$ cat config.mk
export PLATFORM = sky130hd
export DESIGN_NAME = seek_slot_tracker
export DESIGN_NICKNAME = d
export VERILOG_FILES = /design/src/rtl/seek_slot_pkg.sv /design/src/rtl/seek_slot_cell.sv /design/src/rtl/seek_slot_pick.sv /design/src/rtl/seek_sense_resp.sv /design/src/rtl/seek_slot_tracker.sv
export SDC_FILE = /design/constraint.sdc
export NUM_CORES = 1
export LEC_CHECK = 0
export CAP_MARGIN = 20
export CORE_ASPECT_RATIO = 0.7
export CORE_MARGIN = 4
export CORE_UTILIZATION = 50
export DETAILED_ROUTE_END_ITERATION = 12
export PLACE_DENSITY_LB_ADDON = 0.08
export SYNTH_ARGS = -nofsm -noshare
export SYNTH_HDL_FRONTEND = slang
export SYNTH_HIERARCHICAL = 1
export SYNTH_SLANG_ARGS = --single-unit
$ cat constraint.sdc
create_clock -name clk_i -period 2 [get_ports clk_i]
set_input_delay 0.4 -clock clk_i [delete_from_list [all_inputs] [get_ports clk_i]]
set_output_delay 0.4 -clock clk_i [all_outputs]
set_load 0.03 [all_outputs]
$ cat src/rtl/seek_slot_pkg.sv
package seek_slot_pkg;
  localparam int BYTE_W = 8;
  localparam int OP_W   = 5;

  localparam logic [OP_W-1:0]   OP_SEEK     = 5'h0F;
  localparam logic [OP_W-1:0]   OP_RECAL    = 5'h07;
  localparam logic [BYTE_W-1:0] CODE_INVAL  = 8'h80;
  localparam logic [BYTE_W-1:0] RESET_BASE  = 8'hC0;

  function automatic logic is_position_op(input logic [OP_W-1:0] op);
    return (op == OP_SEEK) || (op == OP_RECAL);
  endfunction
endpackage

$ cat src/rtl/seek_slot_cell.sv
module seek_slot_cell
  import seek_slot_pkg::*;
#(
  parameter int IDX = 0
) (
  input  logic              clk_i,
  input  logic              rst_ni,
  input  logic              fill_i,
  input  logic              load_i,
  input  logic              drop_i,
  input  logic [BYTE_W-1:0] res0_i,
  input  logic [BYTE_W-1:0] res1_i,
  input  logic              take_i,
  output logic              post_full_o,
  output logic [BYTE_W-1:0] post_b0_o,
  output logic [BYTE_W-1:0] post_b1_o,
  output logic              busy_o
);
  localparam logic [BYTE_W-1:0] FILL_B0 = BYTE_W'(RESET_BASE + IDX);

  logic              full_q;
  logic [BYTE_W-1:0] b0_q, b1_q;
  logic              busy_q;

  // state after completion/fill, seen by the sense picker
  always_comb begin
    post_full_o = full_q;
    post_b0_o   = b0_q;
    post_b1_o   = b1_q;
    if (fill_i) begin
      post_full_o = 1'b1;
      post_b0_o   = FILL_B0;
      post_b1_o   = '0;
    end else if (load_i) begin
      post_full_o = 1'b1;
      post_b0_o   = res0_i;
      post_b1_o   = res1_i;
    end else if (drop_i) begin
      post_full_o = 1'b0;
    end
  end

  always_ff @(posedge clk_i or negedge rst_ni) begin
    if (!rst_ni) begin
      full_q <= 1'b0;
      b0_q   <= '0;
      b1_q   <= '0;
      busy_q <= 1'b0;
    end else begin
      full_q <= post_full_o & ~take_i;
      b0_q   <= post_b0_o;
      b1_q   <= post_b1_o;
      if (fill_i || take_i) busy_q <= 1'b0;
      else if (load_i)      busy_q <= 1'b1;
    end
  end

  assign busy_o = busy_q;

  a_r2_load: assert property (@(posedge clk_i) disable iff (!rst_ni)
    (load_i && !fill_i && !take_i) |=> (full_q && busy_q && b0_q == $past(res0_i) && b1_q == $past(res1_i)));

  a_r3_drop: assert property (@(posedge clk_i) disable iff (!rst_ni)
    (drop_i && !fill_i && !load_i) |=> !full_q);

  a_r6_fill: assert property (@(posedge clk_i) disable iff (!rst_ni)
    (fill_i && !take_i) |=> (full_q && !busy_q && b0_q == FILL_B0 && b1_q == '0));
endmodule

$ cat src/rtl/seek_slot_pick.sv
module seek_slot_pick #(
  parameter int N     = 4,
  parameter int DRV_W = (N > 1) ? $clog2(N) : 1
) (
  input  logic [N-1:0]     full_i,
  output logic [N-1:0]     grant_o,
  output logic [DRV_W-1:0] idx_o,
  output logic             any_o
);
  always_comb begin
    grant_o = '0;
    idx_o   = '0;
    any_o   = 1'b0;
    for (int i = 0; i < N; i++) begin
      if (full_i[i] && !any_o) begin
        grant_o[i] = 1'b1;
        idx_o      = DRV_W'(i);
        any_o      = 1'b1;
      end
    end
  end
endmodule

$ cat src/rtl/seek_sense_resp.sv
module seek_sense_resp
  import seek_slot_pkg::*;
#(
  parameter int DRV_W = 2
) (
  input  logic              clk_i,
  input  logic              rst_ni,
  input  logic              sense_i,
  input  logic              any_i,
  input  logic [DRV_W-1:0]  idx_i,
  input  logic [BYTE_W-1:0] b0_i,
  input  logic [BYTE_W-1:0] b1_i,
  output logic              valid_o,
  output logic              found_o,
  output logic [DRV_W-1:0]  drive_o,
  output logic [BYTE_W-1:0] byte0_o,
  output logic [BYTE_W-1:0] byte1_o,
  output logic              irq_clr_o
);
  always_ff @(posedge clk_i or negedge rst_ni) begin
    if (!rst_ni) begin
      valid_o   <= 1'b0;
      found_o   <= 1'b0;
      drive_o   <= '0;
      byte0_o   <= '0;
      byte1_o   <= '0;
      irq_clr_o <= 1'b0;
    end else begin
      valid_o   <= sense_i;
      irq_clr_o <= sense_i && any_i;
      if (sense_i) begin
        found_o <= any_i;
        drive_o <= any_i ? idx_i : '0;
        byte0_o <= any_i ? b0_i : CODE_INVAL;
        byte1_o <= any_i ? b1_i : '0;
      end
    end
  end

  a_r5_invalid: assert property (@(posedge clk_i) disable iff (!rst_ni)
    (valid_o && !found_o) |-> (byte0_o == CODE_INVAL && byte1_o == '0 && !irq_clr_o));

  a_r10_strobe: assert property (@(posedge clk_i) disable iff (!rst_ni)
    sense_i |=> valid_o);

  a_r10_idle: assert property (@(posedge clk_i) disable iff (!rst_ni)
    !sense_i |=> !valid_o);

  a_r4_clr_found: assert property (@(posedge clk_i) disable iff (!rst_ni)
    irq_clr_o |-> (valid_o && found_o));
endmodule

$ cat src/rtl/seek_slot_tracker.sv
module seek_slot_tracker
  import seek_slot_pkg::*;
#(
  parameter int N_DRV = 4,
  localparam int DRV_W = (N_DRV > 1) ? $clog2(N_DRV) : 1
) (
  input  logic              clk_i,
  input  logic              rst_ni,
  input  logic              ctrl_rel_i,
  input  logic              done_i,
  input  logic [DRV_W-1:0]  done_drive_i,
  input  logic [OP_W-1:0]   done_op_i,
  input  logic [BYTE_W-1:0] done_res0_i,
  input  logic [BYTE_W-1:0] done_res1_i,
  input  logic              sense_i,
  output logic [N_DRV-1:0]  busy_o,
  output logic              sense_valid_o,
  output logic              sense_found_o,
  output logic [DRV_W-1:0]  sense_drive_o,
  output logic [BYTE_W-1:0] sense_byte0_o,
  output logic [BYTE_W-1:0] sense_byte1_o,
  output logic              irq_clr_o
);
  logic                         pos_op;
  logic [N_DRV-1:0]             load, drop, take, grant, post_full;
  logic [N_DRV-1:0][BYTE_W-1:0] post_b0, post_b1;
  logic [DRV_W-1:0]             pick_idx;
  logic                         pick_any;

  assign pos_op = is_position_op(done_op_i);

  for (genvar d = 0; d < N_DRV; d++) begin : g_slot
    logic hit;
    assign hit     = done_i && (done_drive_i == DRV_W'(d));
    assign load[d] = hit && pos_op;
    assign drop[d] = hit && !pos_op;
    assign take[d] = sense_i && grant[d];

    seek_slot_cell #(.IDX(d)) u_cell (
      .clk_i       (clk_i),
      .rst_ni      (rst_ni),
      .fill_i      (ctrl_rel_i),
      .load_i      (load[d]),
      .drop_i      (drop[d]),
      .res0_i      (done_res0_i),
      .res1_i      (done_res1_i),
      .take_i      (take[d]),
      .post_full_o (post_full[d]),
      .post_b0_o   (post_b0[d]),
      .post_b1_o   (post_b1[d]),
      .busy_o      (busy_o[d])
    );
  end

  seek_slot_pick #(.N(N_DRV), .DRV_W(DRV_W)) u_pick (
    .full_i  (post_full),
    .grant_o (grant),
    .idx_o   (pick_idx),
    .any_o   (pick_any)
  );

  seek_sense_resp #(.DRV_W(DRV_W)) u_resp (
    .clk_i     (clk_i),
    .rst_ni    (rst_ni),
    .sense_i   (sense_i),
    .any_i     (pick_any),
    .idx_i     (pick_idx),
    .b0_i      (post_b0[pick_idx]),
    .b1_i      (post_b1[pick_idx]),
    .valid_o   (sense_valid_o),
    .found_o   (sense_found_o),
    .drive_o   (sense_drive_o),
    .byte0_o   (sense_byte0_o),
    .byte1_o   (sense_byte1_o),
    .irq_clr_o (irq_clr_o)
  );

  a_r4_one_take: assert property (@(posedge clk_i) disable iff (!rst_ni)
    $onehot0(take));

  a_r4_busy_cleared: assert property (@(posedge clk_i) disable iff (!rst_ni)
    irq_clr_o |-> !busy_o[sense_drive_o]);

  a_r6_busy_zero: assert property (@(posedge clk_i) disable iff (!rst_ni)
    ctrl_rel_i |=> (busy_o == '0));
endmodule

==> results.md <==
- The run finished, with violations left.
- The final reports fail on setup timing.
- Counting along the longest clock path gives a buffer depth of 2.
- The power density normalized to cell area is between 600 and 700 nW/um^2.
- The later pin in the worst-skew pair is clocked with a latency of roughly 0.33 ns.
- The worst hold path belongs to the class in -> async.
- The synthesized netlist occupies a cell area of roughly 4500 um^2.
- The violation count after the first detailed-route iteration is 162.
- The first-pass GRT wire length is 17400 um.
- The share of layout cells above drive strength 1 is 0.359.
- By area, the combinational part of the netlist is dominated by multiplexers.
- The netlist uses 31 different library cells.
- The tool flagged a number of max-cap violations equal to 0.
- The clock-pin slew on the worst setup and hold paths is roughly 0.060 ns.
- Counting every instance in the synthesized netlist gives ~370.
- The share of synthesized area in the top cell type comes to 0.513.
- The final critical-path required period is approximately 2.1 ns.
- The per-instance average area after synthesis is about 12 um^2.
- The cell sitting at the root of the clock tree is a clkbuf_16.
- Yosys attributes the largest share of cell area to dfrtp_1 (51%), mux2i_1 (11%), nor2_1 (5.5%).
- The total design power is a little under 4 mW.
- The met3 global-route usage is 0.0420.
- Of the post-synthesis cell area, the part taken by muxes is 0.199.
- In this run the most used layer during global routing was met2.
- STA classifies the critical path startpoint as an input pin.
- Yosys printed 6 warnings.
- Setup repair after global routing could not meet its margin everywhere.
- The leakage power of the design is approximately 2.5 nW.
- Counting flops and latches in the post-synthesis netlist gives 93.
- The sum of net half-perimeters after detailed placement is ~7000 um.
- The initial antenna violation count is 0.
- Setup total negative slack on the finished layout was measured at -1.65 ns.
- dfrtp_1 takes more of the synthesized area than any other cell.
- CTS saw between 90 and 100 sinks.
- The top-level I/O count is 53.
- The post-synthesis simple-gate area fraction is 0.150.
- The fraction of met1 tracks used by global routing is 0.302.
- The type of the setup path with the least slack is in -> reg.
- Relative to the synthesized area, the layout overhead comes to 32.4%.
- The post-synthesis compound-gate area fraction is 0.0603.
- The die extent in x is around 120 um.
- The tightest slew margin relative to the limit is 0.601.
- The TritonCTS buffer count is 9.
- After global routing the overflow that remains totals 0.
- For met2 alone, demand over resource in global routing was 0.338.
- The final weighted congestion in routability-driven placement is about 0.77.
- Of the total synthesized cell area, the portion taken by XOR and XNOR cells is 0.
- The cell row count is 28.
- The hold violation total from the final report is 0.
- The repair_antennas step left the layout with diodes totalling 0.
- The vias per cell is 5.22.
- The number of nets with antenna violations after detailed routing is 0.
- The share of the Yosys chip area taken by registers is 0.513.
- Of the total synthesized cell area, the portion taken by full adders, half adders and majority gates is 0.
- The library cell used most frequently in the layout, excluding fill and tap cells, is dfrtp_1.
- For the worst setup path, the data required time is 2.20 ns.
- The overall routing resource usage is 0.213.
- The TritonCTS clock tree is built.
- STA classifies the critical path endpoint as a register.
- The final setup slack of the worst path is -0.136 ns.
- The largest fanout on the critical path is 6.
- The initial utilization of the core area, before any placement, comes to 0.525.
- The critical path arrival is between 2 and 2.5 ns.
- Based on the critical path, the design can be clocked at up to around 470 MHz.
- The worst IR drop on VDD is roughly 0.54 mV.
- The area of combinational cells with multiple inputs is ~2000 um^2.
- The final period utilization is 1.07.
- The final-layout fill cell count is 670.
- Entering global routing, the biggest net connects 38 pins.
- The H-tree depth is 3.
- The setup skew after layout is between 0.005 and 0.006 ns.
- For this run, design rule violations remaining after detail routing come to 0.
- The average wire per standard cell is about 17 um.
- The via count of the first global-routing pass is about 3.3k.
- The die covers between 10000 and 15000 um^2.
- Setup violations remaining at the end of the flow were counted as 16.
- Port buffering added between 50 and 60 buffers.
- For the pin with the worst max-slew slack, the measured transition is 0.598 ns.
- For this block, the via count after detailed routing is 3185.
- Measured along the y axis, the die boundary spans 87.7 um.
- In this run, post-CTS hold repair placed 0 buffers.
- The footprint of the flip-flops and latches is ~2300 um^2.
- The max-slew violation count came to 0.
- The routed wire length is 10400 um.
- The first-pass detailed-route iteration total is 5.
- The standard cell core area is 8650 um^2.
- The net count after synthesis is 400.
- The net count of the finished layout is 514.
- In the layout the commonest cells are dfrtp_1 (93), buf_4 (65), nor2_1 (61).
## area by class of cell
class                           count  area share
Clock buffer                       10      0.0398
Multi-Input combinational cell    232       0.327
Inverter                           20      0.0125
Timing Repair Buffer              130       0.204
Tap cell                          120      0.0250
Clock inverter                      5     0.00458
Sequential cell                    93       0.387
## cells in the mapped netlist (all sizes together)
cell / count
and4b: 1
nand3: 18
inv: 20
a211o: 12
nand2: 7
mux2i: 52
nand3b: 1
mux4: 16
nand2b: 6
dfrtp: 93
nor2: 67
nand4b: 1
buf: 27
a21oi: 5
o21ai: 18
and2b: 8
nor2b: 4
and2: 5
o22a: 1
nor3: 10
## report_power, final
part           switching [mW]  internal (mW)  leakage [nW]  total (mW)
Combinational           0.255          0.215          1.17       0.470
Clock                   0.666          0.859         0.134        1.53
Sequential             0.0141           1.91          1.20        1.92
## registers in the layout, indices dropped and copies added, names as in the netlist
name	cells
g_slot.u_cell/busy_o	4
u_resp/byte0_o	8
g_slot.u_cell/full_q	4
u_resp/drive_o	2
u_resp/irq_clr_o	1
u_resp/valid_o	1
u_resp/byte1_o	8
g_slot.u_cell/b0_q	32
u_resp/found_o	1
g_slot.u_cell/b1_q	32
## repair_timing
action                     4_1_cts  5_1_grt
cloned                           1        0
setup buffers                   11        1
pin swaps                       11        4
setup endpoints to repair       31       19
gates resized for setup         54        8
## final timing paths
| check | start | end | slack (ns) | cells past startpoint |
|---|---|---|---|---|
| setup reg to reg | g_slot[2].u_cell/full_q | u_resp/byte0_o[4] | 0.14 | 8 |
| min in group clk_i | sense_i | u_resp/valid_o | 0.50 | 1 |
| setup / recovery | done_op_i[4] | u_resp/byte0_o[0] | -0.14 | 10 |
| hold / removal | rst_ni | g_slot[0].u_cell/b1_q[7] | 0.04 | 1 |
| hold reg to reg | u_resp/byte1_o[4] | u_resp/byte1_o[4] | 0.51 | 2 |
| max in group asynchronous | rst_ni | g_slot[2].u_cell/b0_q[0] | 1.40 | 2 |
## worst max-delay path, cell delays in order
cell      delay, ns
buf_6          0.09
nand4b_1       0.21
buf_4          0.19
nor2_4         0.16
buf_4          0.18
and2b_2        0.22
a211o_1        0.28
mux4_2         0.46
nand3_2        0.08
o21ai_2        0.05
## metal layers
| layer | vias to the layer above | routed length [um] |
|---|---|---|
| met3 | 8 | 383 |
| li1 | 1514 | - |
| met5 | - | 0 |
| met2 | 60 | 4860 |
| met4 | 0 | 82 |
| met1 | 1603 | 5050 |
## cells by family (layout without fill, tap and decap cells)
logic type             after synthesis  after routing
buffers and inverters               47            165
and+or+nand+nor                    128            128
DFF                                 93             93
muxes                               68             68
AOI/OAI and AO/OA                   36             36
## per-stage QoR
stage	setup slack, ns	hold WS, ns	utilization	instance area (um^2)	instances
2_1_floorplan	-0.495	0.104	-	4580	372
3_3_place_gp	-0.935	0.418	0.641	5550	583
3_5_place_dp	-1.01	0.419	0.641	5550	583
4_1_cts	-0.154	0.0567	0.694	6010	610
5_1_grt	-0.205	0.0758	0.694	6010	610
6_report	-0.136	0.0431	0.694	6010	610
Power figures use the tool's default switching activity.
